File: src/rtl/bmt_pkg.sv
// Package: shared helpers for the bit-matrix transposer.
// Assumes callers pass positive counts.
package bmt_pkg;

    // Width of a counter that must hold the values 0..n-1 (at least one bit).
    function automatic int cnt_w(input int n);
        return (n > 1) ? $clog2(n) : 1;
    endfunction

    // Number of matrix buffers used for ping-pong operation.
    localparam int NUM_BANKS = 2;

endpackage

File: src/rtl/bmt_bank.sv
// Module: one matrix buffer, built from N column accumulators.
// On load_en, column j shifts right by K bits and takes in bit j of every
// lane of the beat. Lane 0 lands lowest, so after N/K loads bit i of
// column j holds bit j of row i. Read side: beat rd_idx returns columns
// rd_idx*K .. rd_idx*K+K-1 packed lane by lane.
// Assumes K < ELEM_W and ELEM_W divisible by K. Data is not reset, because
// the control logic tracks whether the contents are valid.
module bmt_bank
    import bmt_pkg::*;
#(
    parameter int BEAT_W = 128,
    parameter int ELEM_W = 32,
    localparam int K     = BEAT_W / ELEM_W,
    localparam int BEATS = ELEM_W / K,
    localparam int CW    = cnt_w(BEATS)
) (
    input  logic              clk,
    input  logic              load_en,
    input  logic [BEAT_W-1:0] in_beat,
    input  logic [CW-1:0]     rd_idx,
    output logic [BEAT_W-1:0] rd_beat
);

    logic [ELEM_W-1:0] col_w [ELEM_W];

    for (genvar j = 0; j < ELEM_W; j++) begin : g_col
        logic [K-1:0]      slice;
        logic [ELEM_W-1:0] acc_q;

        for (genvar l = 0; l < K; l++) begin : g_lane
            // Collect bit j of lane l; lane 0 is the earliest row.
            assign slice[l] = in_beat[l*ELEM_W + j];
        end

        // Shift the column by K bits, inserting the new rows at the top.
        always_ff @(posedge clk) begin
            if (load_en) begin
                acc_q <= {slice, acc_q[ELEM_W-1:K]};
            end
        end

        assign col_w[j] = acc_q;
    end

    // Pack K consecutive columns into one output beat.
    always_comb begin
        for (int l = 0; l < K; l++) begin
            rd_beat[l*ELEM_W +: ELEM_W] = col_w[int'(rd_idx) * K + l];
        end
    end

endmodule

File: src/rtl/bmt_ctrl.sv
// Module: ping-pong control for the two matrix buffers.
// Each bank has a full flag. The writer fills bank wr_sel until it holds
// BEATS beats, marks it full and moves to the other bank. The reader
// drains bank rd_sel while it is full, clears the flag after the last
// beat and moves on. The input stalls only if the writer's bank is still
// full.
// Assumes a synchronous active-low reset.
module bmt_ctrl
    import bmt_pkg::*;
#(
    parameter int BEATS = 8,
    localparam int CW   = cnt_w(BEATS)
) (
    input  logic          clk,
    input  logic          rst_n,
    input  logic          in_valid,
    input  logic          out_ready,
    output logic          in_ready,
    output logic          out_valid,
    output logic          out_last,
    output logic          wr_fire,
    output logic          wr_sel,
    output logic          rd_sel,
    output logic [CW-1:0] rd_idx
);

    localparam logic [CW-1:0] LAST_IDX = CW'(BEATS - 1);

    logic [NUM_BANKS-1:0] full_q, full_d;
    logic                 wr_sel_q, rd_sel_q;
    logic [CW-1:0]        wr_cnt_q, rd_cnt_q;
    logic                 rd_fire, wr_done, rd_done;

    assign in_ready  = !full_q[wr_sel_q];
    assign wr_fire   = in_valid && in_ready;
    assign out_valid = full_q[rd_sel_q];
    assign rd_fire   = out_valid && out_ready;
    assign wr_done   = wr_fire && (wr_cnt_q == LAST_IDX);
    assign rd_done   = rd_fire && (rd_cnt_q == LAST_IDX);
    assign out_last  = out_valid && (rd_cnt_q == LAST_IDX);
    assign wr_sel    = wr_sel_q;
    assign rd_sel    = rd_sel_q;
    assign rd_idx    = rd_cnt_q;

    // Next full flags: set on the writer's last beat, clear on the reader's.
    always_comb begin
        full_d = full_q;
        if (wr_done) full_d[wr_sel_q] = 1'b1;
        if (rd_done) full_d[rd_sel_q] = 1'b0;
    end

    // Bank occupancy register.
    always_ff @(posedge clk) begin
        if (!rst_n) full_q <= '0;
        else        full_q <= full_d;
    end

    // Write beat counter and write bank pointer.
    always_ff @(posedge clk) begin
        if (!rst_n) begin
            wr_cnt_q <= '0;
            wr_sel_q <= 1'b0;
        end else if (wr_fire) begin
            wr_cnt_q <= wr_done ? '0 : wr_cnt_q + 1'b1;
            if (wr_done) wr_sel_q <= !wr_sel_q;
        end
    end

    // Read beat counter and read bank pointer.
    always_ff @(posedge clk) begin
        if (!rst_n) begin
            rd_cnt_q <= '0;
            rd_sel_q <= 1'b0;
        end else if (rd_fire) begin
            rd_cnt_q <= rd_done ? '0 : rd_cnt_q + 1'b1;
            if (rd_done) rd_sel_q <= !rd_sel_q;
        end
    end

endmodule

File: src/rtl/bmt_transposer.sv
// Module: streaming N x N bit-matrix transposer with packed 128-bit beats.
// Every group of ELEM_W input integers forms a matrix. The transposed rows
// leave K per beat in row order, with out_last on the last beat of each
// matrix. Two buffers let one matrix load while the previous one drains.
// Assumes BEAT_W is a multiple of ELEM_W and K < ELEM_W.
module bmt_transposer
    import bmt_pkg::*;
#(
    parameter int BEAT_W = 128,
    parameter int ELEM_W = 32,
    localparam int K     = BEAT_W / ELEM_W,
    localparam int BEATS = ELEM_W / K,
    localparam int CW    = cnt_w(BEATS)
) (
    input  logic              clk,
    input  logic              rst_n,
    input  logic              in_valid,
    output logic              in_ready,
    input  logic [BEAT_W-1:0] in_data,
    output logic              out_valid,
    input  logic              out_ready,
    output logic [BEAT_W-1:0] out_data,
    output logic              out_last
);

    logic              wr_fire, wr_sel, rd_sel;
    logic [CW-1:0]     rd_idx;
    logic [BEAT_W-1:0] bank_rd [NUM_BANKS];

    bmt_ctrl #(.BEATS(BEATS)) u_ctrl (
        .clk       (clk),
        .rst_n     (rst_n),
        .in_valid  (in_valid),
        .out_ready (out_ready),
        .in_ready  (in_ready),
        .out_valid (out_valid),
        .out_last  (out_last),
        .wr_fire   (wr_fire),
        .wr_sel    (wr_sel),
        .rd_sel    (rd_sel),
        .rd_idx    (rd_idx)
    );

    for (genvar b = 0; b < NUM_BANKS; b++) begin : g_bank
        logic load_en;
        // Load only the bank the writer currently points at.
        assign load_en = wr_fire && (wr_sel == 1'(b));

        bmt_bank #(.BEAT_W(BEAT_W), .ELEM_W(ELEM_W)) u_bank (
            .clk     (clk),
            .load_en (load_en),
            .in_beat (in_data),
            .rd_idx  (rd_idx),
            .rd_beat (bank_rd[b])
        );
    end

    // Output comes from the bank being drained.
    assign out_data = rd_sel ? bank_rd[1] : bank_rd[0];

endmodule

File: config.mk
export PLATFORM = sky130hd
export DESIGN_NAME = bmt_transposer
export DESIGN_NICKNAME = d
export VERILOG_FILES = /design/src/rtl/bmt_pkg.sv /design/src/rtl/bmt_bank.sv /design/src/rtl/bmt_ctrl.sv /design/src/rtl/bmt_transposer.sv
export SDC_FILE = /design/constraint.sdc
export NUM_CORES = 2
export LEC_CHECK = 0
export BUFFER_PORTS_ARGS = -buffer_cell sky130_fd_sc_hd__buf_2
export CAP_MARGIN = 20
export CORE_ASPECT_RATIO = 0.9
export CORE_MARGIN = 2
export CORE_UTILIZATION = 55
export DETAILED_ROUTE_END_ITERATION = 8
export PLACE_DENSITY = 0.79
export SLEW_MARGIN = 15
export SYNTH_ARGS = -nofsm -noshare
export SYNTH_HDL_FRONTEND = slang
export SYNTH_SLANG_ARGS = --single-unit
File: constraint.sdc
create_clock -name clk -period 106.5 [get_ports clk]
set_input_delay 15.975 -clock clk [delete_from_list [all_inputs] [get_ports clk]]
set_output_delay 15.975 -clock clk [all_outputs]
set_load 0.05 [all_outputs]
==> impl_metrics.yaml <==
die:
  die_x_um: 399
  row_count: 130
  core_area_sq_um: 140000
  ios: 263
  die_y_um: 360
  die_area_sq_um: 143000
  start_util_pct: 55.4
global_route:
  grt_pass1_wl_um: 215000
  antenna_found_initial: 13
  grt_pass1_vias: 34200
  grt-ovfl-total: 0
  grt.total_usage_pct: 19.9
  grt_max_degree: 173
critical_path:
  path_max_fanout: 46
  cpMaxStageDelayCell: "dfxtp_4"
  worstPathCellList: "buf_4 -> buf_4 -> buf_4 -> buf_4 -> buf_4 -> mux4_2 -> mux4_2 -> buf_2"
  start_kind: "register"
  end_kind: "output port"
  cpPeakStageDelay_ps: 860
  cp_common_cell: "buf_4"
  critPathKind: "reg2out"
  crit_required_ps: 90530
  arrival_ps: 7050
detailed_routing:
  drc: 0
  ant_nets: 0
  vias: 31700
  via_per_inst: 6.01
  dr.pass1.iters: 7
  drt-total-wl_um: 139000
  first_iter_violations: 3111
  wire_per_inst_um: 26.4
timing:
  slew_violations: 0
  setup_viol: 0
  min_period_ps: 23030
  rsz0062_at_grt: "false"
  worst_pin_slew_ps: 1060
  hold_viol_final: 0
  fin_crit_sh_pct: 21.6
  relSlewSlack_pct: 29.2
  fin_ws_ps: 83470
  clock_skew_ps: 32.3
  finalSetupTns_ps: 0
  fmax_mhz: 43.4
clock_tree:
  cts_buffer_depth: 3
  htree_levels: 4
  clk_latency_ps: 800
  worst_setup_hold_path_clk_slew_ps: 60
  ctsResizeCount: 0
  cts_hold_buf: 0
  cts_tree: "yes"
  cts_setup_buffers: 0
  cts_buffers: 190
  root_buffer: "clkbuf_16"
  cts_sinks: 2058
synthesis:
  synth_ff_type: "edfxtp_1"
  synth_fp_nets: 3050
  async_reset_ff_share_pct: 0
  synthCells: 2914
  syn_area_sq_um: 77300
  synth_top_cell_by_area: "edfxtp_1"
  synth.top_cell.area_share_pct: 79.6
  yosys-top-cells-area: "edfxtp_1 (80%), mux4_2 (18%), buf_4 (0.42%)"
  synthDistinctLibCells: 30
  ys_seq_elements: 2058
  synth_enable_flop_cells: 2048
  seq_area_frac_synth_pct: 79.9
  yosys_warnings: 0
  synth_area_per_cell_sq_um: 26.5
finish:
  syn_to_final_growth_pct: 12.3
  nets: 3406
  final_cells: 5281
  drive_gt1_share_pct: 35.1
  utilization_pct: 62.2
place:
  place_congestion: 0.768
  dp.cells: 4920
  dpl.hpwl_um: 76200
  io_buffers: 262
  dp_slack_ps: 84040
power_and_ir_drop:
  leakagePower_nw: 26.9
  p_per_area_nw_per_um2: 18.8
  ir_drop_v: 0.0000165
worst_hold_path:
  min_path_type: "reg2reg"
outcome:
  status: "complete, no violations"
flow_run:
  maxCapViolations: 0
-- placed cells by master (no fill, tap or decap), types with 6 or more instances in the layout --
cell type / instances
buf_2: 262
buf_4: 31
a21boi_0: 6
clkinvlp_4: 9
nand2_1: 14
mux2i_1: 15
clkbuf_1: 45
clkinv_2: 24
o221ai_1: 6
a21oi_1: 6
edfxtp_1: 2048
clkbuf_16: 193
clkinv_1: 48
buf_12: 10
mux4_2: 629
bufinv_16: 18
dfxtp_1: 6
diode_2: 6
-- registers in the layout (all words and copies together), names as in the netlist --
signal / count
u_ctrl.rd_sel: 1
u_ctrl.wr_sel: 1
u_ctrl.rd_idx: 3
g_bank.u_bank.g_col.acc_q: 2048
u_ctrl.wr_cnt_q: 3
u_ctrl.full_q: 2
-- critical path: cells and delay by family (launching register included) --
family                 cells  cell delay (ps)
buffers and inverters      6             4120
multiplexers               2             1170
flip-flops                 1              860
-- cells by family after synthesis --
family,Yosys count,share of synthesized area (%)
muxes,645,18.5
AOI/OAI and AO/OA,26,0.232
DFF,2058,79.9
and+or+nand+nor,32,0.211
xor gates and xnor gates,1,0.0113
buffers and inverters,148,1.08
adders and majority gates,4,0.0648
-- routing by layer --
metal  track usage [%]  share of wire [%]  vias to the layer above
li1                  -                  -                    13600
met1              26.9                 39                    16800
met2              33.4                 53                     1081
met3              3.64                5.7                      241
met4              6.01                2.3                        2
met5                 0             0.0093                        -
-- synthesized netlist by cell type (all sizes together), types with 3 or more instances --
| library cell | number |
|---|---|
| edfxtp | 2048 |
| dfxtp | 10 |
| a21oi | 6 |
| nand4b | 3 |
| clkbuf | 44 |
| mux4 | 629 |
| o22ai | 3 |
| o221ai | 6 |
| buf | 102 |
| mux2i | 15 |
| nand2 | 14 |
| nand3 | 3 |
| nor2 | 3 |
| a21boi | 6 |
| ha | 4 |
-- report_power, final --
part | total [mW] | internal (mW) | leakage, nW | switching, mW
clock network | 0.662 | 0.377 | 2.94 | 0.286
logic | 0.0411 | 0.0150 | 4.62 | 0.0262
registers | 0.927 | 0.914 | 19.3 | 0.0131
total | 1.63 | 1.31 | 26.9 | 0.325
-- cell type report --
cell class                 instances  area, sq um
inverter                           2         7.51
multi-input combinational        708        14700
clock inverter                   111         1110
timing repair buffer             310         1890
antenna                            6         15.0
fill                            8831        52800
sequential                      2058        61700
clock buffer                     238         5000
tap                             1848         2310
-- worst paths after layout --
check	end	startpoint	slack, ps	cells after the start
worst min-delay path	g_bank[0].u_bank.g_col[28].acc_q[17]	g_bank[0].u_bank.g_col[28].acc_q[21]	420	0
worst min register to register	g_bank[0].u_bank.g_col[28].acc_q[17]	g_bank[0].u_bank.g_col[28].acc_q[21]	420	0
worst max-delay path	out_data[72]	u_ctrl.rd_idx[0]	83470	8
worst max register to register	g_bank[1].u_bank.g_col[2].acc_q[2]	u_ctrl.wr_sel	101540	6
-- stage by stage --
stage	instance area [sq um]	hold slack, ps	total power, mW
finish	86800	421	1.63
global placement	80500	422	0.980
CTS	86600	421	1.65
detailed placement	80500	427	0.984
floorplan	77300	421	1.01
global route	86800	431	1.68
Note: power is estimated with default switching activity, not from simulation.
